<file path="src/rtl/vcmp_pkg.sv">
package vcmp_pkg;
  localparam logic [2:0] CMP_EQ  = 3'd0;
  localparam logic [2:0] CMP_NE  = 3'd1;
  localparam logic [2:0] CMP_LTS = 3'd2;
  localparam logic [2:0] CMP_GES = 3'd3;
  localparam logic [2:0] CMP_LTU = 3'd4;
  localparam logic [2:0] CMP_GEU = 3'd5;

  typedef enum logic [1:0] {ST_IDLE, ST_RUN, ST_WRITE, ST_BRANCH} ctrlState_e;

  typedef struct packed {
    logic load;
    logic accum;
    logic writeMask;
    logic branch;
  } ctrlStrobe_t;
endpackage

</file>
<file path="src/rtl/vcmp_compare.sv">
module vcmp_compare #(
  parameter int DATA_W = 32
) (
  input  logic [DATA_W-1:0] opA,
  input  logic [DATA_W-1:0] opB,
  input  logic [2:0]        sel,
  output logic              hit
);
  import vcmp_pkg::*;

  logic eqBit, ltsBit, ltuBit;

  always_comb begin
    eqBit  = (opA == opB);
    ltsBit = ($signed(opA) < $signed(opB));
    ltuBit = (opA < opB);
    case (sel)
      CMP_EQ:  hit = eqBit;
      CMP_NE:  hit = !eqBit;
      CMP_LTS: hit = ltsBit;
      CMP_GES: hit = !ltsBit;
      CMP_LTU: hit = ltuBit;
      CMP_GEU: hit = !ltuBit;
      default: hit = 1'b0;
    endcase
  end
endmodule

</file>
<file path="src/rtl/vcmp_ctrl.sv">
module vcmp_ctrl #(
  parameter int MAX_VL = 8,
  localparam int VLW = $clog2(MAX_VL + 1)
) (
  input  logic                  clk,
  input  logic                  rstN,
  input  logic                  start,
  input  logic [VLW-1:0]        vlIn,
  input  logic                  bothScalar,
  output vcmp_pkg::ctrlStrobe_t strobe,
  output logic [VLW-1:0]        elemIdx,
  output logic                  busy
);
  import vcmp_pkg::*;

  ctrlState_e state, stateNext;
  logic [VLW-1:0] vlReg;
  logic [VLW-1:0] vlClamped;
  logic           lastElem;

  always_comb begin
    vlClamped = (vlIn > VLW'(MAX_VL)) ? VLW'(MAX_VL) : vlIn;
    lastElem  = (elemIdx == VLW'(vlReg - VLW'(1)));
  end

  always_comb begin
    strobe    = '0;
    stateNext = state;
    case (state)
      ST_IDLE: begin
        if (start) begin
          strobe.load = 1'b1;
          if (bothScalar)                stateNext = ST_BRANCH;
          else if (vlClamped == '0)      stateNext = ST_WRITE;
          else                           stateNext = ST_RUN;
        end
      end
      ST_RUN: begin
        strobe.accum = 1'b1;
        if (lastElem) stateNext = ST_WRITE;
      end
      ST_WRITE: begin
        strobe.writeMask = 1'b1;
        stateNext = ST_IDLE;
      end
      ST_BRANCH: begin
        strobe.branch = 1'b1;
        stateNext = ST_IDLE;
      end
      default: stateNext = ST_IDLE;
    endcase
  end

  always_ff @(posedge clk) begin
    if (!rstN) begin
      state   <= ST_IDLE;
      vlReg   <= '0;
      elemIdx <= '0;
    end else begin
      state <= stateNext;
      if (strobe.load) begin
        vlReg   <= vlClamped;
        elemIdx <= '0;
      end else if (strobe.accum && !lastElem) begin
        elemIdx <= elemIdx + VLW'(1);
      end
    end
  end

  assign busy = (state != ST_IDLE);

  // element counter stays inside the clamped length
  a_r6_run_bound: assert property (@(posedge clk) disable iff (!rstN)
    (state == ST_RUN) |-> (elemIdx < vlReg && vlReg <= VLW'(MAX_VL)));

  // write strobe lasts one cycle
  a_r6_single_write: assert property (@(posedge clk) disable iff (!rstN)
    strobe.writeMask |=> !strobe.writeMask);
endmodule

</file>
<file path="src/rtl/vcmp_dpath.sv">
module vcmp_dpath #(
  parameter int DATA_W = 32,
  parameter int MAX_VL = 8,
  parameter int IDX_W  = 5,
  localparam int VLW = $clog2(MAX_VL + 1)
) (
  input  logic                  clk,
  input  logic                  rstN,
  input  vcmp_pkg::ctrlStrobe_t strobe,
  input  logic [VLW-1:0]        elemIdx,
  input  logic [2:0]            cmpSel,
  input  logic [IDX_W-1:0]      src1Base,
  input  logic [VLW-1:0]        src1Len,
  input  logic [IDX_W-1:0]      src2Base,
  input  logic [VLW-1:0]        src2Len,
  input  logic [DATA_W-1:0]     rdData1,
  input  logic [DATA_W-1:0]     rdData2,
  output logic                  bothScalar,
  output logic [IDX_W-1:0]      rdIdx1,
  output logic [IDX_W-1:0]      rdIdx2,
  output logic [MAX_VL-1:0]     maskOut,
  output logic                  maskWe,
  output logic                  branchValid,
  output logic                  branchTaken
);
  logic [IDX_W-1:0]  base1, base2;
  logic              vec1, vec2;
  logic [2:0]        opReg;
  logic              hit;
  logic [MAX_VL-1:0] mask;
  logic [IDX_W-1:0]  offset;

  assign bothScalar = (src1Len < VLW'(2)) && (src2Len < VLW'(2));

  always_ff @(posedge clk) begin
    if (!rstN) begin
      base1 <= '0;
      base2 <= '0;
      vec1  <= 1'b0;
      vec2  <= 1'b0;
      opReg <= '0;
    end else if (strobe.load) begin
      base1 <= src1Base;
      base2 <= src2Base;
      vec1  <= (src1Len > VLW'(1));
      vec2  <= (src2Len > VLW'(1));
      opReg <= cmpSel;
    end
  end

  always_comb begin
    offset = IDX_W'(elemIdx);
    rdIdx1 = vec1 ? IDX_W'(base1 + offset) : base1;
    rdIdx2 = vec2 ? IDX_W'(base2 + offset) : base2;
  end

  vcmp_compare #(.DATA_W(DATA_W)) u_cmp (
    .opA(rdData1),
    .opB(rdData2),
    .sel(opReg),
    .hit(hit)
  );

  for (genvar g = 0; g < MAX_VL; g++) begin : g_maskBit
    always_ff @(posedge clk) begin
      if (!rstN || strobe.load)
        mask[g] <= 1'b0;
      else if (strobe.accum && elemIdx == VLW'(g))
        mask[g] <= hit;
    end
  end

  assign maskOut     = mask;
  assign maskWe      = strobe.writeMask;
  assign branchValid = strobe.branch;
  assign branchTaken = strobe.branch & hit;

  // a scalar operand keeps one index across consecutive elements
  a_r3_scalar_hold: assert property (@(posedge clk) disable iff (!rstN)
    (strobe.accum && $past(strobe.accum) && !vec1) |-> $stable(rdIdx1));

  // a vector operand steps its index by one per element
  a_r3_vector_step: assert property (@(posedge clk) disable iff (!rstN)
    (strobe.accum && $past(strobe.accum) && vec2) |->
      (rdIdx2 == IDX_W'($past(rdIdx2) + 1'b1)));
endmodule

</file>
<file path="src/rtl/vcmp_mask_top.sv">
module vcmp_mask_top #(
  parameter int DATA_W = 32,
  parameter int MAX_VL = 8,
  parameter int IDX_W  = 5,
  localparam int VLW = $clog2(MAX_VL + 1)
) (
  input  logic              clk,
  input  logic              rstN,
  input  logic              start,
  input  logic [2:0]        cmpSel,
  input  logic [VLW-1:0]    vlIn,
  input  logic [IDX_W-1:0]  src1Base,
  input  logic [VLW-1:0]    src1Len,
  input  logic [IDX_W-1:0]  src2Base,
  input  logic [VLW-1:0]    src2Len,
  output logic [IDX_W-1:0]  rdIdx1,
  input  logic [DATA_W-1:0] rdData1,
  output logic [IDX_W-1:0]  rdIdx2,
  input  logic [DATA_W-1:0] rdData2,
  output logic              busy,
  output logic [MAX_VL-1:0] maskOut,
  output logic              maskWe,
  output logic              branchValid,
  output logic              branchTaken
);
  vcmp_pkg::ctrlStrobe_t strobe;
  logic [VLW-1:0] elemIdx;
  logic           bothScalar;

  vcmp_ctrl #(.MAX_VL(MAX_VL)) u_ctrl (
    .clk(clk), .rstN(rstN), .start(start), .vlIn(vlIn),
    .bothScalar(bothScalar), .strobe(strobe), .elemIdx(elemIdx), .busy(busy)
  );

  vcmp_dpath #(.DATA_W(DATA_W), .MAX_VL(MAX_VL), .IDX_W(IDX_W)) u_dpath (
    .clk(clk), .rstN(rstN), .strobe(strobe), .elemIdx(elemIdx),
    .cmpSel(cmpSel), .src1Base(src1Base), .src1Len(src1Len),
    .src2Base(src2Base), .src2Len(src2Len),
    .rdData1(rdData1), .rdData2(rdData2), .bothScalar(bothScalar),
    .rdIdx1(rdIdx1), .rdIdx2(rdIdx2), .maskOut(maskOut), .maskWe(maskWe),
    .branchValid(branchValid), .branchTaken(branchTaken)
  );

  // a branch decision and a mask write never share a cycle
  a_r7_exclusive: assert property (@(posedge clk) disable iff (!rstN)
    !(maskWe && branchValid));

  // the unit is idle again right after either result
  a_r6_idle_after: assert property (@(posedge clk) disable iff (!rstN)
    (maskWe || branchValid) |=> !busy);
endmodule

</file>
<file path="config.mk">
export PLATFORM = sky130hd
export DESIGN_NAME = vcmp_mask_top
export DESIGN_NICKNAME = d
export VERILOG_FILES = /design/src/rtl/vcmp_pkg.sv /design/src/rtl/vcmp_compare.sv /design/src/rtl/vcmp_ctrl.sv /design/src/rtl/vcmp_dpath.sv /design/src/rtl/vcmp_mask_top.sv
export SDC_FILE = /design/constraint.sdc
export NUM_CORES = 1
export LEC_CHECK = 0
export ABC_AREA = 0
export BUFFER_PORTS_ARGS = -buffer_cell sky130_fd_sc_hd__buf_2
export CORE_UTILIZATION = 30
export CTS_BUF_LIST = sky130_fd_sc_hd__clkbuf_16
export DETAILED_ROUTE_END_ITERATION = 8
export SLEW_MARGIN = 40
export SYNTH_ARGS = -nofsm -noshare
export SYNTH_HDL_FRONTEND = slang
export SYNTH_SLANG_ARGS = --single-unit
</file>
<file path="constraint.sdc">
create_clock -name clk -period 5.4 [get_ports clk]
set_input_delay 0.81 -clock clk [delete_from_list [all_inputs] [get_ports clk]]
set_output_delay 0.81 -clock clk [all_outputs]
set_load 0.03 [all_outputs]
</file>
==> impl_results.html, run 1 <==
<table>
<tr><th>Metric</th><th>Value</th></tr>
<tr><th colspan="2">Worst setup path</th></tr>
<tr><td>Start-to-end type of the worst setup path</td><td>input pin to output pin</td></tr>
<tr><td>Maximum fanout count along the critical path</td><td>9</td></tr>
<tr><td>Required time of the critical path</td><td>4.59 ns</td></tr>
<tr><td>Startpoint Class</td><td>input pin</td></tr>
<tr><td>Data arrival time at the worst-slack endpoint</td><td>3.03 ns</td></tr>
<tr><td>Startpoint of the lowest-slack register-to-register path</td><td>u_ctrl.state[0]</td></tr>
<tr><td>Endpoint class of the critical path</td><td>output pin</td></tr>
<tr><td>Worst setup path startpoint</td><td>rdData2[31]</td></tr>
<tr><th colspan="2">Power</th></tr>
<tr><td>Switching power share of the total</td><td>31.5%</td></tr>
<tr><td>Combinational share of power</td><td>27.1%</td></tr>
<tr><td>Sequential Power Share</td><td>36.3%</td></tr>
<tr><td>Static leakage</td><td>1.92 nW</td></tr>
<tr><td>Pwr/cell area</td><td>209 nW/um^2</td></tr>
<tr><td>Worst supply voltage drop on vdd</td><td>0.116 mV</td></tr>
<tr><td>Switching component of the power</td><td>0.000236 W</td></tr>
<tr><td>Cell-internal power</td><td>0.000515 W</td></tr>
<tr><td>Relative contribution of the clock network to total power</td><td>36.6%</td></tr>
<tr><th colspan="2">Place</th></tr>
<tr><td>Placed cell area</td><td>3440 um^2</td></tr>
<tr><td>Port Buf Inserts</td><td>111</td></tr>
<tr><td>Routability-driven placement congestion ratio</td><td>0.768</td></tr>
<tr><td>Detailed placement HPWL</td><td>5.29 mm</td></tr>
<tr><td>Cell count after placement</td><td>549</td></tr>
<tr><th colspan="2">Synth</th></tr>
<tr><td>Flip-flop and latch count after synthesis</td><td>33</td></tr>
<tr><td>Post-synthesis cell type count</td><td>44</td></tr>
<tr><td>Number of nets produced by synthesis</td><td>479</td></tr>
<tr><td>Avg Synthesized Cell Area</td><td>8.18 um^2</td></tr>
<tr><td>Number of enable-type register cells in the synthesized netlist</td><td>0</td></tr>
<tr><td>Portion of the post-synthesis area used by sequential elements</td><td>23.8%</td></tr>
<tr><td>Async SR Flop Fraction</td><td>0%</td></tr>
<tr><td>Yosys warning total</td><td>0</td></tr>
<tr><td>Syn Std Cell Area</td><td>2780 um^2</td></tr>
<tr><td>Synth Flop Type</td><td>dfxtp_1</td></tr>
<tr><td>Count of mapped cells out of synthesis</td><td>340</td></tr>
<tr><th colspan="2">Clock network</th></tr>
<tr><td>Sink count of the clock tree</td><td>33</td></tr>
<tr><td>Gates resized, CTS repair</td><td>0</td></tr>
<tr><td>CTS Buffer Depth</td><td>2</td></tr>
<tr><td>Insertion delay of the later-clocked pin in the worst-skew pair</td><td>0.28 ns</td></tr>
<tr><td>Clock tree from TritonCTS</td><td>built</td></tr>
<tr><td>CTS root buffer</td><td>clkbuf_16</td></tr>
<tr><td>H-Tree Depth</td><td>2</td></tr>
<tr><td>CTS Hold Bufs</td><td>0</td></tr>
<tr><td>Clock-pin transition on the worst setup and hold timing paths</td><td>0.05 ns</td></tr>
<tr><td>Setup repair bufs after CTS</td><td>0</td></tr>
<tr><td>TritonCTS Buffers</td><td>5</td></tr>
<tr><th colspan="2">Finish</th></tr>
<tr><td>Count of inserted antenna diode cells</td><td>0</td></tr>
<tr><td>Synthesis-to-layout area growth</td><td>29.0%</td></tr>
<tr><td>Most frequent standard cell in the layout excluding fill and tap cells</td><td>buf_2</td></tr>
<tr><td>Non-filler cells in the finished layout</td><td>557</td></tr>
<tr><td>Fillcell total</td><td>911</td></tr>
<tr><td>Most frequent cells in the layout</td><td>buf_2, nand2_1, ha_1</td></tr>
<tr><td>Net count, final</td><td>587</td></tr>
<tr><td>Post-route cell area</td><td>3590 um^2</td></tr>
<tr><td>Share of layout cells above drive strength 1</td><td>30.5%</td></tr>
<tr><th colspan="2">Global routing</th></tr>
<tr><td>Total GRT Usage</td><td>14.1%</td></tr>
<tr><td>Global-route congestion overflow total</td><td>0</td></tr>
<tr><td>Wire length of the first global-routing pass</td><td>11.3 mm</td></tr>
<tr><td>Pin count of the biggest net entering global routing</td><td>24</td></tr>
<tr><td>Antenna violations before repair</td><td>0</td></tr>
<tr><td>Vias in the first global route</td><td>2628</td></tr>
<tr><th colspan="2">Timing</th></tr>
<tr><td>Final TNS setup</td><td>0 ns</td></tr>
<tr><td>Fmax</td><td>260 MHz</td></tr>
<tr><td>Final-report max-slew violation count</td><td>0</td></tr>
<tr><td>Final clock period utilization by the worst path</td><td>71.1%</td></tr>
<tr><td># setup viols final</td><td>0</td></tr>
<tr><td>Number of hold-slack violations in the final timing report</td><td>0</td></tr>
<tr><td>Least-Margin Pin Slew</td><td>0.792 ns</td></tr>
<tr><td>Setup repair after global routing missed its margin</td><td>false</td></tr>
<tr><td>Worst slew margin relative to its limit</td><td>47.2%</td></tr>
<tr><td>Largest clock skew in the final design</td><td>0.00289 ns</td></tr>
<tr><td>Clock period minus final worst setup slack</td><td>3.84 ns</td></tr>
<tr><th colspan="2">Die</th></tr>
<tr><td>Horizontal die dimension</td><td>98.3 um</td></tr>
<tr><td>Area of the core region</td><td>8850 um^2</td></tr>
<tr><td>DIE AREA</td><td>9660 um^2</td></tr>
<tr><td>Height of the chip</td><td>98.3 um</td></tr>
<tr><td>Initial Utilization</td><td>31.4%</td></tr>
<tr><td>I/O pin count</td><td>114</td></tr>
<tr><td>Num rows</td><td>34</td></tr>
<tr><th colspan="2">Detailed routing</th></tr>
<tr><td>First-iteration detailed-routing DRC count</td><td>59</td></tr>
<tr><td>Detailed-routing iteration count for the pre-antenna-repair pass</td><td>8</td></tr>
<tr><td>Via total after detailed routing</td><td>2648</td></tr>
<tr><td>Post-DR vias/cell</td><td>4.75</td></tr>
<tr><td>Number of antenna-violating nets in the routed design</td><td>0</td></tr>
<tr><td>Number of DRC violations after detailed routing</td><td>7</td></tr>
<tr><td>Total routed wirelength</td><td>6.57 mm</td></tr>
<tr><td>Wire length per cell after detailed routing</td><td>11.8 um</td></tr>
<tr><th colspan="2">Job</th></tr>
<tr><td>Max-cap violations</td><td>0</td></tr>
<tr><th colspan="2">Min path</th></tr>
<tr><td>Min-Delay Path Class</td><td>flop to flop</td></tr>
<tr><td>Beginning of the worst hold path</td><td>u_dpath.base1[4]</td></tr>
<tr><th colspan="2">Outcome</th></tr>
<tr><td>Run status</td><td>complete, but fails checks</td></tr>
<tr><td>Failing checks</td><td>design-rule violations</td></tr>
</table>
[cell type report]
type / count / area [um^2] / area share [%]
timing repair buffer: 111 / 556 / 15.5
clock buffer: 5 / 125 / 3.49
clock inverter: 3 / 17.5 / 0.488
multi-input combinational: 253 / 1930 / 53.7
tap: 108 / 135 / 3.77
sequential: 33 / 661 / 18.4
inverter: 44 / 165 / 4.61
[worst paths after layout]
check	cells after the start	slack (ns)	endpoint
setup reg to reg	6	3.44	u_dpath.maskOut[2]
setup / recovery	11	1.56	branchTaken
hold reg to reg	2	0.48	u_dpath.base1[4]
hold / removal	2	0.48	u_dpath.base1[4]
[cell families (layout without fill, tap and decap cells)]
| logic type | Yosys count | count (layout) | synth area share [%] |
|---|---|---|---|
| simple gates | 101 | 101 | 18.9 |
| fa+ha+maj | 47 | 47 | 21.7 |
| buf+inv | 54 | 163 | 7.29 |
| compound gates | 86 | 86 | 21.3 |
| xor+xnor | 12 | 12 | 3.78 |
| mux | 7 | 7 | 3.24 |
| flops | 33 | 33 | 23.8 |
[per-stage QoR]
step                hold slack, ns  setup WS, ns  util [%]  total power (W)
finish                       0.475          1.56      40.5         0.000751
CTS                          0.478          1.52      40.5         0.000758
floorplan                    0.443          1.87         -         0.000414
global placement             0.465          1.57      38.8         0.000477
global route                 0.504          1.36      40.5         0.000798
detailed placement           0.471          1.53      38.9         0.000483
[registers in the layout, summed over array words and instances (netlist names)]
signal           count
u_ctrl.elemIdx       4
u_dpath.opReg        3
u_ctrl.vlReg         4
u_dpath.vec2         1
u_dpath.base2        5
u_dpath.base1        5
u_dpath.maskOut      8
u_ctrl.state         2
u_dpath.vec1         1
[critical path, stage by stage]
cell and delay, ns:
buf_2 0.08, inv_1 0.03, ha_1 0.39, nand4_4 0.15
nor4_4 0.34, nand3_2 0.14, a211o_1 0.31, o31a_2 0.13
mux2i_4 0.29, and2_1 0.17, buf_2 0.19
[power by group through the flow]
stage	clock [W]	sequential, W	combinational, W
after floorplan	0	0.000272	0.000142
after global placement	0	0.000277	0.000201
after detailed placement	0	0.000278	0.000205
after CTS	0.000279	0.000273	0.000206
after global routing	0.000293	0.000275	0.000231
final	0.000275	0.000273	0.000204
[cells in the mapped netlist, drive strengths merged, types with 4 or more instances]
master   n  share of area [%]
dfxtp   33                 24
a21boi  19                5.1
a21oi   31                5.6
a21o     7                1.9
nand4    7                2.6
xor2     4                1.3
nor3     4               0.72
nand3    7                1.6
ha      45                 20
nor2    13                1.8
mux2     6                2.4
nor2b    4               0.90
clkbuf  10                1.4
xnor2    8                2.5
o21ai    6                1.1
nand2   51                6.9
and2     4               0.90
inv     44                5.9
a41o     8                2.9
[per-layer routing]
| layer | part of all wire (%) | GRT usage [%] |
|---|---|---|
| met1 | 45 | 16.9 |
| met2 | 48 | 25.7 |
| met3 | 5.9 | 2.65 |
| met4 | 1.2 | 3.79 |
| met5 | 0 | 0 |
No activity file was read; power rests on OpenSTA's default activity.
==> run 2, diff against run 1 <==
Clock period 5.4 ns to 3.6 ns, I/O delays scaled along.
==> impl_results.html, run 2 (synthesized netlist as in run 1, its figures left out) <==
<table>
<tr><th>Metric</th><th>Value</th></tr>
<tr><th colspan="2">Die</th></tr>
<tr><td>Horizontal die dimension</td><td>98.3 um (unchanged)</td></tr>
<tr><td>Initial Utilization</td><td>31.4% (unchanged)</td></tr>
<tr><td>Num rows</td><td>34 (unchanged)</td></tr>
<tr><td>Area of the core region</td><td>8850 um^2 (unchanged)</td></tr>
<tr><td>Height of the chip</td><td>98.3 um (unchanged)</td></tr>
<tr><td>I/O pin count</td><td>114 (unchanged)</td></tr>
<tr><td>DIE AREA</td><td>9660 um^2 (unchanged)</td></tr>
<tr><th colspan="2">Power</th></tr>
<tr><td>Pwr/cell area</td><td>330 nW/um^2 (was 209 nW/um^2)</td></tr>
<tr><td>Worst supply voltage drop on vdd</td><td>0.233 mV (was 0.116 mV)</td></tr>
<tr><td>Static leakage</td><td>1.93 nW (was 1.92 nW)</td></tr>
<tr><th colspan="2">Finish</th></tr>
<tr><td>FF/Latch Area</td><td>661 um^2 (unchanged)</td></tr>
<tr><td>Share of the core filled with cells in the final layout</td><td>40.8% (was 40.5%)</td></tr>
<tr><td>Net count, final</td><td>588 (was 587)</td></tr>
<tr><td>Most frequent cells in the layout</td><td>buf_2, nand2_1, inv_1, ha_1, dfxtp_1 (was buf_2, nand2_1, ha_1)</td></tr>
<tr><td>Most frequent standard cell in the layout excluding fill and tap cells</td><td>buf_2 (unchanged)</td></tr>
<tr><td>Synthesis-to-layout area growth</td><td>30.0% (was 29.0%)</td></tr>
<tr><td>Fillcell total</td><td>930 (was 911)</td></tr>
<tr><td>Count of inserted antenna diode cells</td><td>0 (unchanged)</td></tr>
<tr><td>Share of layout cells above drive strength 1</td><td>30.2% (was 30.5%)</td></tr>
<tr><td>Flip-flop count of the largest register, all copies and words added</td><td>8 (unchanged)</td></tr>
<tr><td>Post-route cell area</td><td>3610 um^2 (was 3590 um^2)</td></tr>
<tr><td>Multi-input gate area in the final layout</td><td>1930 um^2 (unchanged)</td></tr>
<tr><th colspan="2">Detailed routing</th></tr>
<tr><td>Via total after detailed routing</td><td>2700 (was 2648)</td></tr>
<tr><td>Number of antenna-violating nets in the routed design</td><td>0 (unchanged)</td></tr>
<tr><td>Number of DRC violations after detailed routing</td><td>6 (was 7)</td></tr>
<tr><td>Detailed-routing iteration count for the pre-antenna-repair pass</td><td>9 (was 8)</td></tr>
<tr><td>First-iteration detailed-routing DRC count</td><td>61 (was 59)</td></tr>
<tr><td>Total routed wirelength</td><td>6.71 mm (was 6.57 mm)</td></tr>
<tr><td>Wire length per cell after detailed routing</td><td>12.0 um (was 11.8 um)</td></tr>
<tr><td>Post-DR vias/cell</td><td>4.84 (was 4.75)</td></tr>
<tr><th colspan="2">Worst setup path</th></tr>
<tr><td>Required time of the critical path</td><td>3.06 ns (was 4.59 ns)</td></tr>
<tr><td>Critical register-to-register path endpoint</td><td>u_dpath.maskOut[1] (was u_dpath.maskOut[2])</td></tr>
<tr><td>Slack of the worst reg-to-reg path</td><td>1.62 ns (was 3.44 ns)</td></tr>
<tr><td>Data arrival time at the worst-slack endpoint</td><td>2.63 ns (was 3.03 ns)</td></tr>
<tr><td>Startpoint Class</td><td>input pin (unchanged)</td></tr>
<tr><td>Critical Path Most Common Cell</td><td>buf_2 (unchanged)</td></tr>
<tr><td>R2R cell count</td><td>6 (unchanged)</td></tr>
<tr><td>Critical path capture point</td><td>branchTaken (unchanged)</td></tr>
<tr><td>Stage delay of the slowest cell on the critical path</td><td>0.39 ns (about the same)</td></tr>
<tr><td>Endpoint class of the critical path</td><td>output pin (unchanged)</td></tr>
<tr><td>Start-to-end type of the worst setup path</td><td>input pin to output pin (unchanged)</td></tr>
<tr><td>Critical path, cell by cell</td><td>buf_2 &gt; inv_1 &gt; ha_1 &gt; nand4_4 &gt; nor4_4 &gt; nand3_2 &gt; a211o_1 &gt; o31a_2 &gt; mux2i_4 &gt; and2_1 &gt; buf_2 (unchanged)</td></tr>
<tr><td>Cell with the largest stage delay on the worst path</td><td>ha_1 (unchanged)</td></tr>
<tr><td>Maximum fanout count along the critical path</td><td>5 (was 9)</td></tr>
<tr><td>Startpoint of the lowest-slack register-to-register path</td><td>u_ctrl.state[0] (unchanged)</td></tr>
<tr><td>Worst setup path startpoint</td><td>rdData2[31] (unchanged)</td></tr>
<tr><th colspan="2">Timing</th></tr>
<tr><td>Least-Margin Pin Slew</td><td>0.774 ns (was 0.792 ns)</td></tr>
<tr><td>Final TNS setup</td><td>0 ns (unchanged)</td></tr>
<tr><td>Fmax</td><td>316 MHz</td></tr>
<tr><td>Number of hold-slack violations in the final timing report</td><td>0 (unchanged)</td></tr>
<tr><td>Worst slew margin relative to its limit</td><td>48.4% (was 47.2%)</td></tr>
<tr><td>Final-report max-slew violation count</td><td>0 (unchanged)</td></tr>
<tr><td>Final clock period utilization by the worst path</td><td>87.9%</td></tr>
<tr><td>Clock period minus final worst setup slack</td><td>3.17 ns</td></tr>
<tr><td># setup viols final</td><td>0 (unchanged)</td></tr>
<tr><td>Largest clock skew in the final design</td><td>0.00694 ns (was 0.00289 ns)</td></tr>
<tr><td>Setup repair after global routing missed its margin</td><td>false (unchanged)</td></tr>
<tr><th colspan="2">Global routing</th></tr>
<tr><td>Global-route congestion overflow total</td><td>0 (unchanged)</td></tr>
<tr><td>Wire length of the first global-routing pass</td><td>11.6 mm (was 11.3 mm)</td></tr>
<tr><td>Total GRT Usage</td><td>14.5% (was 14.1%)</td></tr>
<tr><td>Vias in the first global route</td><td>2684 (was 2628)</td></tr>
<tr><td>Met2 layer usage reported by global route</td><td>25.0% (was 25.7%)</td></tr>
<tr><td>Fraction of met3 tracks used by global routing</td><td>3.15% (was 2.65%)</td></tr>
<tr><td>Top Usage Layer GRT</td><td>met2 (unchanged)</td></tr>
<tr><td>Met1 capacity usage during global routing</td><td>18.2% (was 16.9%)</td></tr>
<tr><td>Antenna violations before repair</td><td>0 (unchanged)</td></tr>
<tr><td>Pin count of the biggest net entering global routing</td><td>24 (unchanged)</td></tr>
<tr><th colspan="2">Place</th></tr>
<tr><td>Routability-driven placement congestion ratio</td><td>0.783 (was 0.768)</td></tr>
<tr><td>Port Buf Inserts</td><td>111 (unchanged)</td></tr>
<tr><td>Placed cell area</td><td>3450 um^2 (was 3440 um^2)</td></tr>
<tr><td>Detailed placement HPWL</td><td>5.35 mm (was 5.29 mm)</td></tr>
<tr><th colspan="2">Outcome</th></tr>
<tr><td>Run status</td><td>complete, but fails checks (unchanged)</td></tr>
<tr><td>Failing checks</td><td>design-rule violations (unchanged)</td></tr>
<tr><th colspan="2">Clock network</th></tr>
<tr><td>Setup repair bufs after CTS</td><td>0 (unchanged)</td></tr>
<tr><td>CTS Buffer Depth</td><td>2 (unchanged)</td></tr>
<tr><td>TritonCTS Buffers</td><td>5 (unchanged)</td></tr>
<tr><td>Clock tree from TritonCTS</td><td>built (unchanged)</td></tr>
<tr><td>H-Tree Depth</td><td>2 (unchanged)</td></tr>
<tr><td>CTS root buffer</td><td>clkbuf_16 (unchanged)</td></tr>
<tr><td>Clock-pin transition on the worst setup and hold timing paths</td><td>0.05 ns (about the same)</td></tr>
<tr><td>CTS Hold Bufs</td><td>0 (unchanged)</td></tr>
<tr><td>Insertion delay of the later-clocked pin in the worst-skew pair</td><td>0.28 ns (about the same)</td></tr>
<tr><td>Gates resized, CTS repair</td><td>0 (unchanged)</td></tr>
<tr><td>Sink count of the clock tree</td><td>33 (unchanged)</td></tr>
<tr><th colspan="2">Min path</th></tr>
<tr><td>Min-Delay Path Class</td><td>flop to flop (unchanged)</td></tr>
<tr><th colspan="2">Job</th></tr>
<tr><td>Max-cap violations</td><td>0 (unchanged)</td></tr>
</table>
[run 2: cell count changes in the layout (fill, tap and decap cells not counted)]
cell,previous run,this run
buf_4,0,1
bufinv_16,0,1
clkinv_1,0,1
clkinv_2,2,0
clkinvlp_4,1,0
inv_1,44,45
[run 2: layout make-up]
type / count / share of cell area (%)
inverters: 44 / 4.57
well taps: 108 / 3.74
multi-input cells: 253 / 53.3
flip-flops and latches: 33 / 18.3
clock buffers: 5 / 3.46
clock inverters: 3 / 1.04
repair buffers: 112 / 15.6
[run 2: how the worst min path moves through the flow]
| stage | startpoint | end | slack [ns] | depth (start not counted) |
|---|---|---|---|---|
| detailed placement | u_ctrl.vlReg[1] | u_ctrl.vlReg[1] | 0.48 | 2 |
| global route | u_ctrl.state[1] | u_ctrl.state[1] | 0.51 | 1 |
| global placement | u_dpath.base1[4] | u_dpath.base1[4] | 0.47 | 2 |
| floorplan | u_ctrl.state[1] | u_ctrl.state[1] | 0.44 | 1 |
| finish | u_ctrl.vlReg[3] | u_ctrl.vlReg[3] | 0.48 | 2 |
| CTS | u_ctrl.vlReg[1] | u_ctrl.vlReg[1] | 0.48 | 2 |
[run 2: metal layers]
metal	wire [um]	vias up	part of all wire [%]
li1	-	1404	-
met1	3070	1198	46
met2	3120	85	47
met3	444	13	6.6
met4	76	0	1.1
met5	0	-	0
[run 2: power breakdown]
part,internal (W),leakage (nW),switching [W]
clock network,0.000321,0.0826,0.000151
registers,0.000385,0.269,0.0000235
logic,0.000136,1.58,0.000175
total,0.000843,1.93,0.000349
[run 2: critical path, delay by kind of cell]
kind,cells,cell delay (ns)
muxes,1,0.17
adders and majority gates,1,0.39
AOI/OAI and AO/OA,2,0.45
buffers and inverters,3,0.31
and+or+nand+nor,4,0.76
[run 2: stage by stage]
stage	power [W]	hold slack, ns	setup WS, ns	std cells
floorplan	0.000621	0.443	0.609	340
global placement	0.000721	0.465	0.447	550
detailed placement	0.000730	0.476	0.408	550
CTS	0.00121	0.482	0.401	558
global route	0.00126	0.506	0.248	558
finish	0.00119	0.477	0.434	558
==> run 3, diff against run 2 <==
Clock period 3.6 ns to 3.8 ns, I/O delays scaled along.
==> impl_results.html, run 3 (synthesized netlist as in run 1, its figures left out) <==
<table>
<tr><th>Metric</th><th>Value</th></tr>
<tr><th colspan="2">Die</th></tr>
<tr><td>Horizontal die dimension</td><td>98.3 um (unchanged)</td></tr>
<tr><td>Num rows</td><td>34 (unchanged)</td></tr>
<tr><td>Area of the core region</td><td>8850 um^2 (unchanged)</td></tr>
<tr><td>DIE AREA</td><td>9660 um^2 (unchanged)</td></tr>
<tr><td>Height of the chip</td><td>98.3 um (unchanged)</td></tr>
<tr><td>I/O pin count</td><td>114 (unchanged)</td></tr>
<tr><td>Initial Utilization</td><td>31.4% (unchanged)</td></tr>
<tr><th colspan="2">Global routing</th></tr>
<tr><td>Pin count of the biggest net entering global routing</td><td>24 (unchanged)</td></tr>
<tr><td>Global-route congestion overflow total</td><td>0 (unchanged)</td></tr>
<tr><td>Vias in the first global route</td><td>2688 (was 2684)</td></tr>
<tr><td>Antenna violations before repair</td><td>0 (unchanged)</td></tr>
<tr><td>Total GRT Usage</td><td>14.6% (was 14.5%)</td></tr>
<tr><td>Wire length of the first global-routing pass</td><td>11.7 mm (was 11.6 mm)</td></tr>
<tr><th colspan="2">Timing</th></tr>
<tr><td>Fmax</td><td>309 MHz</td></tr>
<tr><td>Final-report max-slew violation count</td><td>0 (unchanged)</td></tr>
<tr><td>Number of hold-slack violations in the final timing report</td><td>0 (unchanged)</td></tr>
<tr><td>Final clock period utilization by the worst path</td><td>85.0%</td></tr>
<tr><td>Least-Margin Pin Slew</td><td>0.736 ns (was 0.774 ns)</td></tr>
<tr><td>Worst slew margin relative to its limit</td><td>50.9% (was 48.4%)</td></tr>
<tr><td>Final TNS setup</td><td>0 ns (unchanged)</td></tr>
<tr><td>Largest clock skew in the final design</td><td>0.00672 ns (was 0.00694 ns)</td></tr>
<tr><td># setup viols final</td><td>0 (unchanged)</td></tr>
<tr><td>Clock period minus final worst setup slack</td><td>3.23 ns</td></tr>
<tr><td>Setup repair after global routing missed its margin</td><td>false (unchanged)</td></tr>
<tr><th colspan="2">Worst setup path</th></tr>
<tr><td>Family with the most delay on the worst path</td><td>simple AND/OR/NAND/NOR gates (unchanged)</td></tr>
<tr><td>Required time of the critical path</td><td>3.23 ns (was 3.06 ns)</td></tr>
<tr><td>Stage delay of the slowest cell on the critical path</td><td>0.38 ns (was 0.39 ns)</td></tr>
<tr><td>Start-to-end type of the worst setup path</td><td>input pin to output pin (unchanged)</td></tr>
<tr><td>Data arrival time at the worst-slack endpoint</td><td>2.66 ns (was 2.63 ns)</td></tr>
<tr><td>Endpoint class of the critical path</td><td>output pin (unchanged)</td></tr>
<tr><td>Startpoint Class</td><td>input pin (unchanged)</td></tr>
<tr><td>Maximum fanout count along the critical path</td><td>4 (was 5)</td></tr>
<tr><td>Worst Path Buf+Inv</td><td>2 (was 3)</td></tr>
<tr><td>Cell with the largest stage delay on the worst path</td><td>nor4_2 (was ha_1)</td></tr>
<tr><td>Critical path, cell by cell</td><td>buf_2 &gt; ha_1 &gt; nand4_1 &gt; nor4_2 &gt; nand3_2 &gt; a211o_1 &gt; o31a_2 &gt; mux2i_4 &gt; and2_1 &gt; buf_2 (was buf_2 &gt; inv_1 &gt; ha_1 &gt; nand4_4 &gt; nor4_4 &gt; nand3_2 &gt; a211o_1 &gt; o31a_2 &gt; mux2i_4 &gt; and2_1 &gt; buf_2)</td></tr>
<tr><td>Critical Path Most Common Cell</td><td>buf_2 (unchanged)</td></tr>
<tr><th colspan="2">Finish</th></tr>
<tr><td>Multi-input gate area in the final layout</td><td>1930 um^2 (unchanged)</td></tr>
<tr><td>Net count, final</td><td>588 (unchanged)</td></tr>
<tr><td>Count of inserted antenna diode cells</td><td>0 (unchanged)</td></tr>
<tr><td>Share of the core filled with cells in the final layout</td><td>40.6% (was 40.8%)</td></tr>
<tr><td>Share of layout cells above drive strength 1</td><td>30.4% (was 30.2%)</td></tr>
<tr><td>Synthesis-to-layout area growth</td><td>29.1% (was 30.0%)</td></tr>
<tr><td>FF/Latch Area</td><td>661 um^2 (unchanged)</td></tr>
<tr><td>Fillcell total</td><td>897 (was 930)</td></tr>
<tr><td>Most frequent standard cell in the layout excluding fill and tap cells</td><td>buf_2 (unchanged)</td></tr>
<tr><td>Flip-flop count of the largest register, all copies and words added</td><td>8 (unchanged)</td></tr>
<tr><td>Most frequent cells in the layout</td><td>buf_2, nand2_1, inv_1, ha_1, dfxtp_1 (unchanged)</td></tr>
<tr><th colspan="2">Clock network</th></tr>
<tr><td>H-Tree Depth</td><td>2 (unchanged)</td></tr>
<tr><td>Sink count of the clock tree</td><td>33 (unchanged)</td></tr>
<tr><td>CTS root buffer</td><td>clkbuf_16 (unchanged)</td></tr>
<tr><td>Clock-pin transition on the worst setup and hold timing paths</td><td>0.05 ns (about the same)</td></tr>
<tr><td>Insertion delay of the later-clocked pin in the worst-skew pair</td><td>0.28 ns (about the same)</td></tr>
<tr><td>TritonCTS Buffers</td><td>5 (unchanged)</td></tr>
<tr><td>CTS Hold Bufs</td><td>0 (unchanged)</td></tr>
<tr><td>CTS Buffer Depth</td><td>2 (unchanged)</td></tr>
<tr><td>Gates resized, CTS repair</td><td>0 (unchanged)</td></tr>
<tr><td>Clock tree from TritonCTS</td><td>built (unchanged)</td></tr>
<tr><td>Setup repair bufs after CTS</td><td>0 (unchanged)</td></tr>
<tr><th colspan="2">Place</th></tr>
<tr><td>Routability-driven placement congestion ratio</td><td>0.768 (was 0.783)</td></tr>
<tr><td>Port Buf Inserts</td><td>111 (unchanged)</td></tr>
<tr><td>Detailed placement HPWL</td><td>5.41 mm (was 5.35 mm)</td></tr>
<tr><th colspan="2">Detailed routing</th></tr>
<tr><td>Number of DRC violations after detailed routing</td><td>8 (was 6)</td></tr>
<tr><td>Via total after detailed routing</td><td>2655 (was 2700)</td></tr>
<tr><td>Wire length per cell after detailed routing</td><td>12.0 um (about the same)</td></tr>
<tr><td>Number of antenna-violating nets in the routed design</td><td>0 (unchanged)</td></tr>
<tr><td>Detailed-routing iteration count for the pre-antenna-repair pass</td><td>6 (was 9)</td></tr>
<tr><td>First-iteration detailed-routing DRC count</td><td>68 (was 61)</td></tr>
<tr><td>Post-DR vias/cell</td><td>4.76 (was 4.84)</td></tr>
<tr><td>Total routed wirelength</td><td>6.69 mm (was 6.71 mm)</td></tr>
<tr><th colspan="2">Power</th></tr>
<tr><td>Worst supply voltage drop on vdd</td><td>0.162 mV (was 0.233 mV)</td></tr>
<tr><td>Pwr/cell area</td><td>296 nW/um^2 (was 330 nW/um^2)</td></tr>
<tr><td>Final total power</td><td>0.00106 W (was 0.00119 W)</td></tr>
<tr><td>Static leakage</td><td>1.93 nW (about the same)</td></tr>
<tr><th colspan="2">Outcome</th></tr>
<tr><td>Run status</td><td>complete, but fails checks (unchanged)</td></tr>
<tr><td>Failing checks</td><td>design-rule violations (unchanged)</td></tr>
<tr><th colspan="2">Job</th></tr>
<tr><td>Max-cap violations</td><td>0 (unchanged)</td></tr>
<tr><th colspan="2">Min path</th></tr>
<tr><td>Min-Delay Path Class</td><td>flop to flop (unchanged)</td></tr>
</table>
==> run 3: final timing paths <==
| path | from | to | slack (ns) | cells past startpoint |
|---|---|---|---|---|
| min reg2reg | u_dpath.base1[4] | u_dpath.base1[4] | 0.48 | 2 |
| max reg2reg | u_ctrl.state[0] | u_dpath.maskOut[3] | 1.83 | 6 |
| min | u_dpath.base1[4] | u_dpath.base1[4] | 0.48 | 2 |
| max | rdData1[14] | branchTaken | 0.57 | 10 |
==> run 3: worst register-to-register path, stage by stage, from the launching register on <==
cell     delay (ns)
dfxtp_1        0.34
nor2_1         0.16
nand2_1        0.43
and2_1         0.52
nand2_1        0.14
a21oi_1        0.04
a41o_1         0.22
==> run 3: where the power goes <==
part / internal, W / leakage [nW] / total [W] / switching, W
clock: 0.000237 / 0.0748 / 0.000380 / 0.000142
combinational: 0.000130 / 1.58 / 0.000295 / 0.000166
sequential: 0.000365 / 0.269 / 0.000387 / 0.0000217
total: 0.000732 / 1.93 / 0.00106 / 0.000330
==> run 3: routing by layer <==
layer	up-vias	wire length, um	track usage (%)	share of wire (%)
met5	-	0	0	0
met4	0	65	3.90	0.97
met3	6	394	2.79	5.9
met2	77	3150	25.8	47
met1	1173	3090	18.1	46
li1	1399	-	-	-
==> run 3: cell type report <==
class                      instances  area share [%]
clock buffer                       5            3.49
clock inverter                     3           0.383
inverter                          44            4.60
multi-input combinational        253            53.7
sequential                        33            18.4
tap                              108            3.76
timing repair buffer             112            15.7
==> run 3: metrics by stage <==
step | instances | cell area (um^2) | hold slack (ns) | setup WS, ns
after floorplan | 340 | 2780 | 0.443 | 0.749
final | 558 | 3590 | 0.477 | 0.569
after global placement | 550 | 3440 | 0.465 | 0.595
after global routing | 558 | 3590 | 0.508 | 0.421
after CTS | 558 | 3580 | 0.478 | 0.543
after detailed placement | 550 | 3440 | 0.471 | 0.546
